==> config.mk <==
export PLATFORM = sky130hd
export DESIGN_NAME = irq_pending_ctrl
export DESIGN_NICKNAME = d
export VERILOG_FILES = /design/src/rtl/irqp_pkg.sv /design/src/rtl/irqp_sync.sv /design/src/rtl/irqp_pin_cell.sv /design/src/rtl/irq_pending_ctrl.sv
export SDC_FILE = /design/constraint.sdc
export NUM_CORES = 1
export LEC_CHECK = 0
export ABC_AREA = 1
export BUFFER_PORTS_ARGS = -buffer_cell sky130_fd_sc_hd__buf_2
export CORE_ASPECT_RATIO = 0.6
export CORE_MARGIN = 1.5
export CORE_UTILIZATION = 54
export DETAILED_ROUTE_END_ITERATION = 10
export GPL_TIMING_DRIVEN = 0
export PLACE_DENSITY = 0.91
export SYNTH_ARGS = -nofsm -noshare
export SYNTH_HDL_FRONTEND = slang
export SYNTH_SLANG_ARGS = --single-unit
==> constraint.sdc <==
create_clock -name clk -period 1.73 [get_ports clk]
set_input_delay 0.0865 -clock clk [delete_from_list [all_inputs] [get_ports clk]]
set_output_delay 0.0865 -clock clk [all_outputs]
set_load 0.02 [all_outputs]
==> src/rtl/irqp_pkg.sv <==
package irqp_pkg;

    // Register select codes on the bus
    localparam int unsigned ADDR_PEND  = 0;
    localparam int unsigned ADDR_MASK  = 1;
    localparam int unsigned ADDR_SENSE = 2;

    // Per-pin pending state
    typedef enum logic {
        CELL_IDLE = 1'b0,
        CELL_HELD = 1'b1
    } cell_st_e;

endpackage

==> src/rtl/irqp_sync.sv <==
module irqp_sync #(
    parameter int W      = 8,
    parameter int STAGES = 2
) (
    input  logic         clk,
    input  logic         rst_n,
    input  logic         soft_rst,
    input  logic [W-1:0] pin_n,
    output logic [W-1:0] cur_n,
    output logic [W-1:0] prev_n
);
    // STAGES synchronizer flops plus one history flop for edge detection
    localparam int DEPTH = STAGES + 1;

    logic [W-1:0] chain [DEPTH];

    for (genvar s = 0; s < DEPTH; s++) begin : g_stage
        always_ff @(posedge clk or negedge rst_n) begin
            if (!rst_n) begin
                chain[s] <= '1;
            end else if (soft_rst) begin
                chain[s] <= '1;
            end else if (s == 0) begin
                chain[s] <= pin_n;
            end else begin
                chain[s] <= chain[(s == 0) ? 0 : s-1];
            end
        end
    end

    assign cur_n  = chain[STAGES-1];
    assign prev_n = chain[STAGES];

endmodule

==> src/rtl/irqp_pin_cell.sv <==
module irqp_pin_cell
    import irqp_pkg::*;
(
    input  logic clk,
    input  logic rst_n,
    input  logic soft_rst,
    input  logic edge_mode,
    input  logic cur_n,
    input  logic prev_n,
    input  logic clr,
    output logic pend
);
    cell_st_e state_q, state_d;
    logic     fall;

    assign fall = prev_n & ~cur_n;

    // State register
    always_ff @(posedge clk or negedge rst_n) begin
        if (!rst_n) begin
            state_q <= CELL_IDLE;
        end else if (soft_rst) begin
            state_q <= CELL_IDLE;
        end else begin
            state_q <= state_d;
        end
    end

    // Next state
    always_comb begin
        state_d = state_q;
        unique case (state_q)
            CELL_IDLE: begin
                if (edge_mode) begin
                    if (fall) state_d = CELL_HELD;        // EDGE_CAPTURE
                end else begin
                    if (!cur_n) state_d = CELL_HELD;      // LVL_ASSERT
                end
            end
            CELL_HELD: begin
                if (edge_mode) begin
                    if (clr && !fall) state_d = CELL_IDLE; // SW_CLEAR
                end else begin
                    if (cur_n) state_d = CELL_IDLE;       // LVL_RELEASE
                end
            end
        endcase
    end

    // Outputs
    always_comb begin
        pend = (state_q == CELL_HELD);
    end

    // an edge-mode bit that is set and not cleared stays set
    a_r5_edge_sticky: assert property (@(posedge clk) disable iff (!rst_n || soft_rst)
        (edge_mode && pend && !clr) |=> pend);

    // a clear without a coinciding fall drops an edge-mode bit
    a_r6_w1c_drops: assert property (@(posedge clk) disable iff (!rst_n || soft_rst)
        (edge_mode && pend && clr && !fall) |=> !pend);

    // a detected fall always leaves the bit set, clear or not
    a_r8_fall_wins: assert property (@(posedge clk) disable iff (!rst_n || soft_rst)
        (edge_mode && fall) |=> pend);

    // level mode follows the synchronized pin one edge later
    a_r4_level_track: assert property (@(posedge clk) disable iff (!rst_n || soft_rst)
        (!edge_mode) |=> (pend == $past(!cur_n)));

endmodule

==> src/rtl/irq_pending_ctrl.sv <==
module irq_pending_ctrl
    import irqp_pkg::*;
#(
    parameter int                   NUM_SRC  = 8,
    parameter int                   REG_W    = 32,
    parameter int                   ADDR_W   = 2,
    parameter int                   SYNC_STG = 2,
    parameter logic [NUM_SRC-1:0]   RSVD_EXT = 8'h20
) (
    input  logic              clk,
    input  logic              rst_n,
    input  logic              soft_rst,
    input  logic              bus_we,
    input  logic [ADDR_W-1:0] bus_addr,
    input  logic [REG_W-1:0]  bus_wdata,
    output logic [REG_W-1:0]  bus_rdata,
    input  logic [NUM_SRC-1:0] ext_req_n,
    input  logic [NUM_SRC-1:0] int_lvl,
    output logic              irq_out
);
    // Bit positions of pending sources, big-endian numbering
    function automatic logic [REG_W-1:0] valid_bits();
        logic [REG_W-1:0] v;
        v = '0;
        for (int n = 0; n < NUM_SRC; n++) begin
            if (!RSVD_EXT[n]) v[REG_W-1-2*n] = 1'b1;
            v[REG_W-2-2*n] = 1'b1;
        end
        return v;
    endfunction

    localparam logic [REG_W-1:0] VALID_BITS = valid_bits();

    logic                sel_pend, sel_mask, sel_sense;
    logic [NUM_SRC-1:0]  cur_n, prev_n;
    logic [NUM_SRC-1:0]  ext_pend, clr_vec;
    logic [NUM_SRC-1:0]  int_q;
    logic [NUM_SRC-1:0]  sense_q;
    logic [REG_W-1:0]    mask_q;
    logic [REG_W-1:0]    pend_vec;
    logic [REG_W-1:0]    sense_vec;
    logic                irq_q;

    // Register select
    assign sel_pend  = (bus_addr == ADDR_W'(ADDR_PEND));
    assign sel_mask  = (bus_addr == ADDR_W'(ADDR_MASK));
    assign sel_sense = (bus_addr == ADDR_W'(ADDR_SENSE));

    // Pin synchronizer with edge history
    irqp_sync #(.W(NUM_SRC), .STAGES(SYNC_STG)) u_sync (
        .clk     (clk),
        .rst_n   (rst_n),
        .soft_rst(soft_rst),
        .pin_n   (ext_req_n),
        .cur_n   (cur_n),
        .prev_n  (prev_n)
    );

    // One state machine per external pin
    for (genvar n = 0; n < NUM_SRC; n++) begin : g_pin
        assign clr_vec[n] = bus_we & sel_pend & bus_wdata[REG_W-1-2*n];

        irqp_pin_cell u_cell (
            .clk      (clk),
            .rst_n    (rst_n),
            .soft_rst (soft_rst),
            .edge_mode(sense_q[n]),
            .cur_n    (cur_n[n]),
            .prev_n   (prev_n[n]),
            .clr      (clr_vec[n]),
            .pend     (ext_pend[n])
        );
    end

    // Internal level requests, mask and sensitivity registers
    always_ff @(posedge clk or negedge rst_n) begin
        if (!rst_n) begin
            int_q   <= '0;
            mask_q  <= '0;
            sense_q <= '0;
        end else if (soft_rst) begin
            int_q   <= '0;
            mask_q  <= '0;
            sense_q <= '0;
        end else begin
            int_q <= int_lvl;
            if (bus_we && sel_mask) mask_q <= bus_wdata & VALID_BITS;
            if (bus_we && sel_sense) begin
                for (int n = 0; n < NUM_SRC; n++) sense_q[n] <= bus_wdata[REG_W-1-n];
            end
        end
    end

    // Pending and sensitivity views in register layout
    always_comb begin
        pend_vec  = '0;
        sense_vec = '0;
        for (int n = 0; n < NUM_SRC; n++) begin
            pend_vec[REG_W-1-2*n] = ext_pend[n] & ~RSVD_EXT[n];
            pend_vec[REG_W-2-2*n] = int_q[n];
            sense_vec[REG_W-1-n]  = sense_q[n];
        end
    end

    // Combined request
    always_ff @(posedge clk or negedge rst_n) begin
        if (!rst_n) begin
            irq_q <= 1'b0;
        end else if (soft_rst) begin
            irq_q <= 1'b0;
        end else begin
            irq_q <= |(pend_vec & mask_q);
        end
    end

    assign irq_out = irq_q;

    // Read mux
    always_comb begin
        bus_rdata = '0;
        if (sel_pend)       bus_rdata = pend_vec;
        else if (sel_mask)  bus_rdata = mask_q;
        else if (sel_sense) bus_rdata = sense_vec;
    end

    // output reflects last cycle's masked pending bits
    a_r9_irq_registered: assert property (@(posedge clk) disable iff (!rst_n || soft_rst)
        1'b1 |=> (irq_out == $past(|(pend_vec & mask_q))));

    // internal bits follow their sources even across pending writes
    a_r3_int_ignores_write: assert property (@(posedge clk) disable iff (!rst_n || soft_rst)
        (bus_we && sel_pend) |=> (int_q == $past(int_lvl)));

    // reserved positions never read as set
    a_r1_rsvd_zero: assert property (@(posedge clk) disable iff (!rst_n)
        sel_pend |-> ((bus_rdata & ~VALID_BITS) == '0));

    // soft reset empties the pending register
    a_r2_soft_clear: assert property (@(posedge clk) disable iff (!rst_n)
        soft_rst |=> (pend_vec == '0 && !irq_out));

endmodule

## Yosys cells after proc, flatten, opt, wreduce, memory -nomap -nowiden

Cells that the tools add are included.

- Flip-flop bits (word level): 80
- Input bits: 54
- Output and inout bits: 33

- Equality and inequality tests: 2
- Multiplexer cells: 61
- Bitwise gates (word level): 30
- Reductions and logical operators: 20

Operator list:

| operator | number |
|---|---|
| 2-to-1 mux 32 bit | 5 |
| 2-to-1 mux 8 bit | 6 |
| 2-to-1 mux 1 bit | 43 |
| bitwise AND 32 bit | 1 |
| OR reduction 32 bit | 1 |
| bitwise AND 1 bit | 15 |
| inverter 1 bit | 14 |
| one-hot mux 1 bit (2 select lines) | 7 |
| logical AND 1 bit | 9 |
| logical NOT 1 bit | 7 |
| nonzero test 2 bit | 2 |
| equality test 2 x 1 -> 1 bit (second input constant) | 1 |
| equality test 2 bit (second input constant) | 1 |
| logical NOT 2 bit | 1 |

## Logic depth before layout (Yosys ltp)

Gate-level depths: netlist of run 1.

- Word-level depth: 8
- Mapped depth: 6

## Cells and area by module

Synthesis of run 1 repeated with hierarchy kept, for this count alone.

- Cells, all modules: 394
- Area total of the unflattened synthesis: 3153.0 sq um

Modules (own cells, without submodules):

| module | times used | cells an instance | area each (sq um) | sequential area each (sq um) |
|---|---|---|---|---|
| irq_pending_ctrl | 1 | 247 | 1790.5 | 800.8 |
| irqp_sync | 1 | 91 | 959.7 | 630.6 |
| irqp_pin_cell | 7 | 8 | 57.6 | 25.0 |

## Worst setup path after synthesis of run 1

Ideal clock, no wire load.

- Path kind: input to output
- Start: input bus_addr[1]
- End: output bus_rdata[16]
- Arrival time: 960 ps
- Data required time: 1643 ps
- Slack: 684 ps
- Cell stages on the path: 4
- Buffers on the path: 1
- Cell sequence: inv_2 -> nand2_1 -> buf_2 -> o21ai_0

- Longest elaborated chain between the ends: 3

RTL lines:

| element | RTL line | source |
|---|---|---|
| start: declaration | irq_pending_ctrl.sv:14 | `input logic [ADDR_W-1:0] bus_addr,` |
| equality test 2 x 1 -> 1 bit | irq_pending_ctrl.sv:46 | `assign sel_mask = (bus_addr == ADDR_W'(ADDR_MASK));` |
| 2-to-1 mux 32 bit | irq_pending_ctrl.sv:122 | `else if (sel_mask) bus_rdata = mask_q;` |
| 2-to-1 mux 32 bit (*) | irq_pending_ctrl.sv:121 | `if (sel_pend) bus_rdata = pend_vec;` |
| end: declaration | irq_pending_ctrl.sv:16 | `output logic [REG_W-1:0] bus_rdata,` |

Every way passes the cells marked *; elsewhere a longest branch is shown, timed or not.

## Worst setup path in the final report of run 1

- Start: input bus_addr[1]
- End: output bus_rdata[23]

Same word-level chain as after synthesis.

==> out/results.ini, run 1 <==
[critical_path]
cp_common_cell = sky130_fd_sc_hd__buf_2
r2r_start = int_q[0]$_DFF_PN0_
crit-reg2reg-capture = irq_out$_DFF_PN0_
path_buf_inv = 4
cp_top_family = buffers and inverters
setup.worst_path.start = bus_addr[1]
worstSetupPathType = in2out
crit_chain = buf_2, inv_2, nand2_1, buf_2, o21ai_0, buf_2
r2r_slack_ns = 0.70
critPathCaptureType = primary output
slowest_stage = sky130_fd_sc_hd__buf_2
timing.critical_path.slowest_cell_delay_ns = 0.27
critical_path_peak_fanout = 10
critPathRequiredTime_ns = 1.64
r2r.worst_path.cells = 6
worst-endpoint-arrival_ns = 1.35
timing.critical_path.from_type = primary input

[global_route]
grt_pass1_wl_um = 11500
grtUsageTotal_pct = 28.6
grt_start_max_net_pins = 61
antenna_found_initial = 0
first_global_vias = 2442
grt_overflow = 0

[die]
vertical_extent_of_the_die_um = 58.5
design.portCount = 87
floorplan.rows = 19
die-width_um = 95.6
floorplan.die_area_mm2 = 0.00559
floorplan.initialDensity_pct = 58.4
core_mm2 = 0.00475

[clock_tree]
clock_tree_from_tritoncts = done
cts_buffer_depth = 2
cts.repair.resized = 0
cts.sink_count = 60
clkTransAtPathRegs_ns = 0.06
cts_root_buf = sky130_fd_sc_hd__clkbuf_8
h_tree_levels = 3
clk_latency_ns = 0.34
tritoncts.num_buffers = 9

[run]
max_capacitance_violation_total = 0

[final_layout]
area_delta_synth_final_pct = 31.2
drive_gt1_share_pct = 32.6
layout.nets = 466
final_cell_mix = sky130_fd_sc_hd__nand2_1, sky130_fd_sc_hd__buf_2, sky130_fd_sc_hd__inv_1
stdcell_count = 480
final_core_util_pct = 76.6
antenna_cells = 0
fin_area_mm2 = 0.00364
mostFrequentLayoutCell = sky130_fd_sc_hd__nand2_1

[routing]
via_count = 2531
drt.antenna.violating_nets = 0
drt_iter0_markers = 208
routed_wire_length_per_instance_um = 15.0
postRouteWirelength_um = 7200
remaining_drc_errors = 0
drt-vias-per-instance = 5.27
detail_route.first_pass.iterations = 5

[sta]
totalNegativeSetupSlack_ns = 0
fmaxAchievable_mhz = 696
worst_slew_pin_slew_ns = 0.723
setup_viol = 0
max_transition_margin_pct = 51.8
hold_viol = 0
final-max-slew-violation-count = 0
timing.final.crit_share_pct = 83.0
period_minus_slack_ns = 1.44
rsz0062_at_grt = false
finalClockSkew_ns = 0.00253

[placement]
globalplace.congestion = 0.952
placement.cell_area_mm2 = 0.00317
place_inst = 442
dp_hpwl_um = 4930
portBuffers = 51

[synthesis]
synth_cells = 312
ys_seq_elements = 60
syn_area_per_cell_um2 = 8.90
ys.warnings.count = 0
synth_sequential_area_ratio_pct = 55.0
syn_area_mm2 = 0.00278
yosys.cell_types.count = 25

[worst_hold_path]
hold_depth = 3
worst_hold_path_type = in2reg
hp-start = bus_wdata[19]
worstHoldEndpoint = mask_q[19]$_DFFE_PN0P_

[power]
vdd_ir_drop_max_v = 0.000744
total_power_uw = 3500
leakage_power_uw = 0.00184
cellPowerDensity_mw_per_mm2 = 959

[status]
run_status = finished, final reports clean

==> cells in the mapped netlist, drive strengths merged <==
library cell	n	share of area, %
dfrtp	39	35
o221ai	8	2.5
clkbuf	1	0.14
inv	45	6.1
buf	25	6.9
nand2	58	7.9
nor2	28	4.0
or2	21	4.8
nor3	4	0.72
dfstp	21	20
nand4	3	0.68
o21ai	30	5.4
o21bai	3	0.81
o22ai	4	0.90
conb	1	0.14
nand3	21	4.0
==> per-layer routing <==
layer,part of all wire (%),global-route usage [%],routed length [um]
met4,3.2,9.45,227
met5,0,0,0
met3,11,12.9,771
met2,44,41.4,3130
met1,43,38.5,3070
==> worst register-to-register path: stages (launching register included) <==
cell,delay [ns]
sky130_fd_sc_hd__dfrtp_1,0.39
sky130_fd_sc_hd__nand2_1,0.12
sky130_fd_sc_hd__nand2_1,0.06
sky130_fd_sc_hd__nor2_1,0.14
sky130_fd_sc_hd__nand2_1,0.08
sky130_fd_sc_hd__nor2_1,0.10
sky130_fd_sc_hd__nor2_1,0.05
==> cells by family (layout without fill, tap and decap cells) <==
| family | Yosys count | in the layout | synth area share [%] |
|---|---|---|---|
| flip-flops | 60 | 60 | 55.0 |
| AO/OA/AOI/OAI | 45 | 45 | 9.64 |
| other | 1 | 17 | 0.135 |
| buffers and inverters | 71 | 160 | 13.1 |
| AND/OR/NAND/NOR | 135 | 135 | 22.1 |
==> repair_timing <==
item | in CTS | in global routing
endpoints found under the hold margin | 21 | 39
buffers inserted | 0 | 0
hold buffers | 21 | 1
==> power by group <==
group          internal [uW]  switching, uW
Clock                   1030            522
Sequential              1480           30.6
Combinational            166            262
==> layout make-up <==
type / count / area, um^2
multi-input cells: 197 / 945
flip-flops and latches: 60 / 1530
inverters: 45 / 169
repair buffers: 73 / 478
fillers: 333 / 1110
clock buffers: 12 / 155
well taps: 63 / 78.8
plain buffers: 26 / 195
clock inverters: 4 / 95.1
==> worst max-delay path by stage <==
stage	slack, ns	cells after the start	end
floorplan	0.68	4	bus_rdata[16]
global placement	0.42	6	bus_rdata[27]
detailed placement	0.37	6	bus_rdata[23]
CTS	0.36	6	bus_rdata[28]
global route	0.26	6	bus_rdata[27]
finish	0.29	6	bus_rdata[23]
==> state kept, by name (all words and copies together), names as in the netlist <==
signal	flops
mask_q	15
u_sync.cur_n	7
g_pin.u_cell.pend	7
int_q	8
u_sync.chain	7
irq_out	1
u_sync.prev_n	7
sense_q	8
==> through the flow <==
| step | worst slack (ns) | hold WS (ns) |
|---|---|---|
| after global placement | 0.423 | 0.273 |
| final | 0.293 | 0.00702 |
| after global routing | 0.260 | 0.0110 |
| after detailed placement | 0.375 | 0.279 |
| after CTS | 0.363 | 0.00360 |
| after floorplan | 0.684 | -0.209 |
(Power assumes the default switching activity.)
==> run 2: changes to the inputs <==
--- a/config.mk
+++ b/config.mk
@@ -9,10 +9,10 @@
 export BUFFER_PORTS_ARGS = -buffer_cell sky130_fd_sc_hd__buf_2
 export CORE_ASPECT_RATIO = 0.6
 export CORE_MARGIN = 1.5
-export CORE_UTILIZATION = 54
+export CORE_UTILIZATION = 51
 export DETAILED_ROUTE_END_ITERATION = 10
 export GPL_TIMING_DRIVEN = 0
-export PLACE_DENSITY = 0.91
+export PLACE_DENSITY = 0.87
 export SYNTH_ARGS = -nofsm -noshare
 export SYNTH_HDL_FRONTEND = slang
 export SYNTH_SLANG_ARGS = --single-unit
==> constraint.sdc (replaced) <==
create_clock -name clk -period 1.48 [get_ports clk]
set_input_delay 0.074 -clock clk [delete_from_list [all_inputs] [get_ports clk]]
set_output_delay 0.074 -clock clk [all_outputs]
set_load 0.02 [all_outputs]
==> run 2 against run 1 <==
Effect of this change:
- critical path depth shrank 3
- cell count rose by 1.0%
- combinational power increased by 16%
- clock power grew 3%
- flip-flop and latch count is the same
- total power grew 10%
- cell area down 0.27%
- worst setup slack got worse by 0.15 ns
- largest power group is now sequential cells
- critical endpoint is now bus_rdata[25]
- largest cell class unchanged
- register-to-register slack lost 0.25 ns
- via count down 2.0%
- die area increased by 5.6%
==> out/results.ini, run 2 (synthesis gave the netlist of run 1 again) <==
[clock_tree]
cts.repair.resized = 0  ; unchanged
cts.sink_count = 60  ; unchanged
tritoncts.num_buffers = 9  ; unchanged
cts_buffer_depth = 2  ; unchanged
clk_latency_ns = 0.34  ; about the same
clock_tree_from_tritoncts = done
cts_root_buf = sky130_fd_sc_hd__clkbuf_8
h_tree_levels = 3  ; unchanged
clkTransAtPathRegs_ns = 0.07  ; about the same
postCtsSetupRepairBufs = 0  ; unchanged

[critical_path]
crit_chain = inv_1, o221ai_1, buf_2
timing.critical_path.slowest_cell_delay_ns = 0.34  ; +0.07 ns
critPathRequiredTime_ns = 1.41  ; -0.23 ns
slowest_stage = sky130_fd_sc_hd__dfrtp_1
critical_path_peak_fanout = 3  ; -7
worstSetupPathType = reg2out
critPathCaptureType = primary output
worst-endpoint-arrival_ns = 1.27  ; -0.08 ns
r2r.worst_path.cells = 6  ; unchanged
crit-reg2reg-capture = irq_out$_DFF_PN0_
timing.critical_path.from_type = flip-flop
path_buf_inv = 2  ; -2
r2r_slack_ns = 0.45  ; -0.25 ns
r2r_start = g_pin[6].u_cell.pend$_DFF_PN0_
cp_top_family = flip-flops

[routing]
detail_route.first_pass.iterations = 5  ; unchanged
drt-vias-per-instance = 5.11  ; -3.0%
drt.antenna.violating_nets = 0  ; unchanged
drt_iter0_markers = 188  ; -9.6%
via_count = 2480  ; -2.0%
remaining_drc_errors = 0  ; unchanged
postRouteWirelength_um = 7130  ; -1.1%
routed_wire_length_per_instance_um = 14.7  ; -2.1%

[global_route]
grt_pass1_wl_um = 11200  ; -2.5%
grtUsageTotal_pct = 25.9  ; -2.7 points
grt_overflow = 0  ; unchanged
grt_start_max_net_pins = 61  ; unchanged
first_global_vias = 2367  ; -3.1%
antenna_found_initial = 0  ; unchanged

[sta]
max_transition_margin_pct = 52.1  ; +0.28 points
worst_slew_pin_slew_ns = 0.719  ; -0.00423 ns
totalNegativeSetupSlack_ns = 0  ; unchanged
timing.final.crit_share_pct = 90.6
finalClockSkew_ns = 0.00619  ; +0.00366 ns
fmaxAchievable_mhz = 745
hold_viol = 0  ; unchanged
period_minus_slack_ns = 1.34
setup_viol = 0  ; unchanged
rsz0062_at_grt = false
final-max-slew-violation-count = 0  ; unchanged

[worst_hold_path]
hold_depth = 5  ; +2
hp-start = bus_wdata[24]
worst_hold_path_type = in2reg
worstHoldEndpoint = mask_q[24]$_DFFE_PN0P_

[final_layout]
area_delta_synth_final_pct = 30.9
top_register = mask_q
final_cell_mix = sky130_fd_sc_hd__nand2_1, sky130_fd_sc_hd__buf_2, sky130_fd_sc_hd__inv_1
mostFrequentLayoutCell = sky130_fd_sc_hd__nand2_1
antenna_cells = 0  ; unchanged
layout.nets = 468  ; +0.43%
reg.largest.list = mask_q (15), int_q (8), sense_q (8)
drive_gt1_share_pct = 32.5  ; -0.16 points
fillCellCount = 383  ; +15%
max_ffs_per_register = 15  ; unchanged

[placement]
dp_hpwl_um = 4770  ; -3.2%
portBuffers = 51  ; unchanged
globalplace.congestion = 0.916  ; -3.8%

[die]
floorplan.initialDensity_pct = 53.9  ; -4.5 points
design.portCount = 87  ; unchanged
die-width_um = 98.3  ; +2.8%
vertical_extent_of_the_die_um = 60.2  ; +2.8%
core_mm2 = 0.00515  ; +8.4%
floorplan.die_area_mm2 = 0.00591  ; +5.6%
floorplan.rows = 20  ; +1

[power]
cellPowerDensity_mw_per_mm2 = 1060  ; +11%
leakage_power_uw = 0.00182  ; -0.86%
total_power_uw = 3860  ; +10%
vdd_ir_drop_max_v = 0.000633  ; -15%

[run]
max_capacitance_violation_total = 0  ; unchanged

[status]
run_status = finished, final reports clean

==> run 2: cell count changes in the layout (fill, tap and decap cells not counted) <==
cell	previous run	this run
sky130_fd_sc_hd__bufinv_16	3	2
sky130_fd_sc_hd__clkbuf_8	11	9
sky130_fd_sc_hd__clkinvlp_4	0	2
sky130_fd_sc_hd__clkinv_4	0	1
sky130_fd_sc_hd__dlygate4sd3_1	22	24
==> run 2: per-stage QoR <==
stage / hold slack [ns] / instances / setup slack [ns] / cell area, um^2 / util (%)
after global placement: 0.262 / 445 / 0.236 / 3170 / 61.6
final: 0.0743 / 485 / 0.138 / 3630 / 70.5
after detailed placement: 0.264 / 445 / 0.216 / 3170 / 61.6
after floorplan: -0.222 / 328 / 0.459 / 2840 / -
after CTS: 0.0403 / 484 / 0.154 / 3620 / 70.2
after global routing: 0.0841 / 485 / 0.0859 / 3630 / 70.5
==> run 2: per-layer routing <==
layer / routed length, um / GRT usage [%] / up-vias
li1: - / - / 1159
met1: 3090 / 34.1 / 1164
met2: 3160 / 39.0 / 137
met3: 728 / 9.59 / 20
met4: 145 / 11.1 / 0
met5: 0 / 0 / -
==> run 2: worst max path at each step <==
stage	from	end	slack, ns	cells past startpoint
after floorplan	bus_addr[1]	bus_rdata[16]	0.46	4
after global placement	bus_addr[1]	bus_rdata[28]	0.24	6
after detailed placement	bus_addr[1]	bus_rdata[29]	0.22	6
after CTS	sense_q[6]$_DFFE_PN0P_	bus_rdata[25]	0.15	3
after global routing	sense_q[6]$_DFFE_PN0P_	bus_rdata[25]	0.09	3
final	sense_q[6]$_DFFE_PN0P_	bus_rdata[25]	0.14	3
==> run 2: report_power, final <==
part / internal [uW] / switching [uW] / total, uW
combinational: 198 / 299 / 497
clock: 947 / 645 / 1590
sequential: 1730 / 35.7 / 1770
total: 2880 / 980 / 3860
==> run 2: layout make-up <==
class                   count  area, um^2  area share, %
multi-input cells         197         945           26.0
clock buffers              10         128           3.51
plain buffers              26         195           5.37
well taps                  66        82.6           2.27
repair buffers             75         498           13.7
clock inverters             6        88.8           2.44
inverters                  45         169           4.65
flip-flops and latches     60        1530           42.0
==> run 2: worst min-delay path, cell delays in order <==
cell                      delay (ns)
sky130_fd_sc_hd__buf_2          0.10
sky130_fd_sc_hd__inv_1          0.05
sky130_fd_sc_hd__nor2_1         0.04
sky130_fd_sc_hd__nand2_1        0.05
sky130_fd_sc_hd__o21ai_1        0.05
==> run 2: timing repair <==
| action | in CTS | in global routing |
|---|---|---|
| hold buffers | 23 | 1 |
| hold endpoints to repair | 23 | 39 |
| endpoints found under the setup margin | 0 | 0 |
==> run 3: changes to the inputs <==
--- a/config.mk
+++ b/config.mk
@@ -5,7 +5,7 @@
 export SDC_FILE = /design/constraint.sdc
 export NUM_CORES = 1
 export LEC_CHECK = 0
-export ABC_AREA = 1
+export ABC_AREA = 0
 export BUFFER_PORTS_ARGS = -buffer_cell sky130_fd_sc_hd__buf_2
 export CORE_ASPECT_RATIO = 0.6
 export CORE_MARGIN = 1.5
==> run 3 against run 2 <==
Effect of this change:
- the run now ends with DRC left
- sequential share of layout area fell by 0.95 points
- die area rose by 0.78%
- cell count fell by 7.0%
- flip-flop and latch count did not move
- non-clock buffer count rose by 13
- critical endpoint is now bus_rdata[24]
- largest cell class unchanged
- largest power group unchanged
==> out/results.ini, run 3 <==
[status]
run_status = complete, but fails checks
violations = DRC

[final_layout]
area_delta_synth_final_pct = 32.8
mostFrequentLayoutCell = sky130_fd_sc_hd__nand2_1
drive_gt1_share_pct = 36.1  ; +3.6 points
top_register = mask_q
reg.largest.list = mask_q (15), int_q (8), sense_q (8)
final_cell_mix = sky130_fd_sc_hd__nand2_1, sky130_fd_sc_hd__buf_2, sky130_fd_sc_hd__dfrtp_1
final_core_util_pct = 71.8  ; +1.3 points
fillCellCount = 372  ; -2.9%
antenna_cells = 0  ; unchanged
max_ffs_per_register = 15  ; unchanged
layout.nets = 434  ; -7.3%

[sta]
period_minus_slack_ns = 1.37  ; +0.0314 ns
timing.final.crit_share_pct = 92.8  ; +2.1 points
rsz0062_at_grt = false
setup_viol = 0  ; unchanged
finalClockSkew_ns = 0.00645  ; +0.000262 ns
max_transition_margin_pct = 51.1  ; -0.99 points
hold_viol = 0  ; unchanged
totalNegativeSetupSlack_ns = 0  ; unchanged
worst_slew_pin_slew_ns = 0.733  ; +0.0148 ns
fmaxAchievable_mhz = 728  ; -2.3%
final-max-slew-violation-count = 0  ; unchanged

[synthesis]
synth-simple-area-share_pct = 19.5  ; -2.5 points
synth_sequential_area_ratio_pct = 54.6  ; -0.44 points
ys.warnings.count = 0  ; unchanged
cell_taking_the_most_area_after_synthesis = sky130_fd_sc_hd__dfrtp_1
yosys_most_used_dff = sky130_fd_sc_hd__dfrtp_1
syn_area_mm2 = 0.00280  ; +0.81%
synthMostInstantiatedCell = sky130_fd_sc_hd__nand2_1
combinational_family_with_the_most_area_after_synthesis = simple AND/OR/NAND/NOR gates
yosys.cell_types.count = 29  ; +16%
synth-compound-area-share_pct = 12.2  ; +2.6 points
synth_cells = 272  ; -13%
netlist_top_cells_count = sky130_fd_sc_hd__nand2_1, sky130_fd_sc_hd__dfrtp_1, sky130_fd_sc_hd__buf_4, sky130_fd_sc_hd__dfstp_2, sky130_fd_sc_hd__or2_2
synth_top_area_share_pct = 34.9  ; -0.28 points
number_of_enable_flip_flop_cells_after_synthesis = 0  ; unchanged
syn_area_per_cell_um2 = 10.3  ; +16%
synth_mux_area_share_pct = 5.36  ; +5.4 points
arithmetic_cell_share_of_the_synthesized_area_counting_full_adders_half_adders_and_majority_gates_pct = 0  ; unchanged
synthArstFlopShare_pct = 100  ; unchanged
area_share_of_xor_xnor_cells_in_the_synthesized_design_pct = 0  ; unchanged
ys_seq_elements = 60  ; unchanged
synth.area.top_cells = sky130_fd_sc_hd__dfrtp_1, sky130_fd_sc_hd__dfstp_2, sky130_fd_sc_hd__nand2_1

[clock_tree]
tritoncts.num_buffers = 9  ; unchanged
clk_latency_ns = 0.34  ; about the same
cts_buffer_depth = 2  ; unchanged
cts.sink_count = 60  ; unchanged
cts_root_buf = sky130_fd_sc_hd__clkbuf_8
clock_tree_from_tritoncts = done
cts.repair.resized = 0  ; unchanged
holdBufCountCts = 29  ; +26%
clkTransAtPathRegs_ns = 0.06  ; about the same
postCtsSetupRepairBufs = 0  ; unchanged
h_tree_levels = 3  ; unchanged

[die]
core_mm2 = 0.00518  ; +0.49%
floorplan.die_area_mm2 = 0.00596  ; +0.78%
vertical_extent_of_the_die_um = 60.4  ; +0.39%
die-width_um = 98.6  ; +0.39%
design.portCount = 87  ; unchanged
floorplan.initialDensity_pct = 54.0  ; +0.17 points
floorplan.rows = 20  ; unchanged

[routing]
drt-vias-per-instance = 5.21  ; +1.8%
via_count = 2348  ; -5.3%
detail_route.first_pass.iterations = 8  ; +3
postRouteWirelength_um = 7040  ; -1.2%
drt_iter0_markers = 211  ; +12%
drt.antenna.violating_nets = 0  ; unchanged
routed_wire_length_per_instance_um = 15.6  ; +6.3%
remaining_drc_errors = 4  ; +4

[run]
max_capacitance_violation_total = 0  ; unchanged

[critical_path]
critical_path_peak_fanout = 3  ; unchanged
worstSetupPathType = reg2out
crit_chain = mux2i_1, o21ai_0, buf_2
timing.critical_path.slowest_cell_delay_ns = 0.38  ; +0.04 ns
worst-endpoint-arrival_ns = 1.30  ; +0.03 ns
slowest_stage = sky130_fd_sc_hd__dfrtp_1
critPathCaptureType = primary output
cp_top_family = flip-flops
path_buf_inv = 1  ; -1
critPathRequiredTime_ns = 1.41  ; about the same
timing.critical_path.from_type = flip-flop

[global_route]
grt_pass1_wl_um = 11000  ; -2.1%
grt_overflow = 0  ; unchanged
antenna_found_initial = 0  ; unchanged
grt_start_max_net_pins = 61  ; unchanged
first_global_vias = 2261  ; -4.5%
grtUsageTotal_pct = 25.6  ; -0.30 points

[power]
leakage_power_uw = 0.00171  ; -6.3%
power.share.switching_pct = 23.9  ; -1.5 points
power.switching_uw = 916  ; -6.5%
internal-power_uw = 2920  ; +1.5%
power.combinational.fraction_pct = 12.2  ; -0.7 points
total_power_uw = 3830  ; -0.57%
vdd_ir_drop_max_v = 0.000773  ; +22%
p_clk_share_pct = 42.1  ; +0.8 points
share_of_power_burned_in_registers_pct = 45.7  ; about the same
cellPowerDensity_mw_per_mm2 = 1030  ; -2.8%

[worst_hold_path]
worst_hold_path_type = in2reg

[placement]
globalplace.congestion = 0.869  ; -5.1%
dp_hpwl_um = 4590  ; -3.8%
portBuffers = 51  ; unchanged

## run 3: changes by cell type after synthesis, sizes merged, moves of 15 or more
cell / previous run / this run
a21oi: 0 / 23
inv: 45 / 0
mux2i: 0 / 15
nor2: 28 / 7
nor2b: 0 / 15
o21ai: 30 / 8
## run 3: stage by stage
| step | instance area (um^2) | setup slack, ns | hold WS, ns | cells |
|---|---|---|---|---|
| after global routing | 3720 | 0.0752 | 0.0103 | 451 |
| after detailed placement | 3200 | 0.247 | 0.265 | 405 |
| after floorplan | 2860 | 0.424 | -0.222 | 288 |
| after global placement | 3200 | 0.245 | 0.263 | 405 |
| final | 3720 | 0.107 | 0.0110 | 451 |
| after CTS | 3700 | 0.140 | 0.00151 | 450 |
## run 3: power groups by stage
stage / registers, uW / logic [uW] / clock network (uW)
6_report: 1750 / 469 / 1610
5_1_grt: 1760 / 509 / 1710
4_1_cts: 1750 / 460 / 1630
3_5_place_dp: 1780 / 400 / 0
3_3_place_gp: 1780 / 393 / 0
2_1_floorplan: 1770 / 249 / 0
## run 3: layout make-up
type	instances	area (um^2)	area share (%)
flip-flops and latches	60	1530	41.1
multi-input cells	195	1100	29.7
repair buffers	81	558	15.0
plain buffers	33	229	6.16
clock buffers	12	145	3.90
well taps	66	82.6	2.22
clock inverters	4	72.6	1.95
## run 3: kinds of logic after synthesis
| logic type | after synthesis |
|---|---|
| other cells | 1 |
| compound gates | 53 |
| buf+inv | 33 |
| mux | 15 |
| simple gates | 110 |
| flops | 60 |
## run 3: path summary, 6_finish.rpt
kind,from,endpoint,slack (ns),depth (start not counted)
worst max-delay path,mask_q[24]$_DFFE_PN0P_,bus_rdata[24],0.11,3
worst min register to register,mask_q[17]$_DFFE_PN0P_,mask_q[17]$_DFFE_PN0P_,0.54,2
worst min-delay path,bus_wdata[29],mask_q[29]$_DFFE_PN0P_,0.01,3
worst max register to register,mask_q[28]$_DFFE_PN0P_,irq_out$_DFF_PN0_,0.30,3
min in group asynchronous,rst_n,g_pin[6].u_cell.pend$_DFF_PN0_,0.34,2
max in group asynchronous,rst_n,sense_q[2]$_DFFE_PN0P_,0.66,2
## run 3: tightest hold or removal path, delay by kind of cell
| kind | cells | cell delay, ns |
|---|---|---|
| buf+inv | 1 | 0.12 |
| simple gates | 1 | 0.07 |
| compound gates | 1 | 0.05 |
## run 3: metal layers
layer,track usage [%],share of wire (%)
met1,34.0,44
met2,42.3,46
met3,7.95,8.9
met4,6.53,0.68
met5,0,0
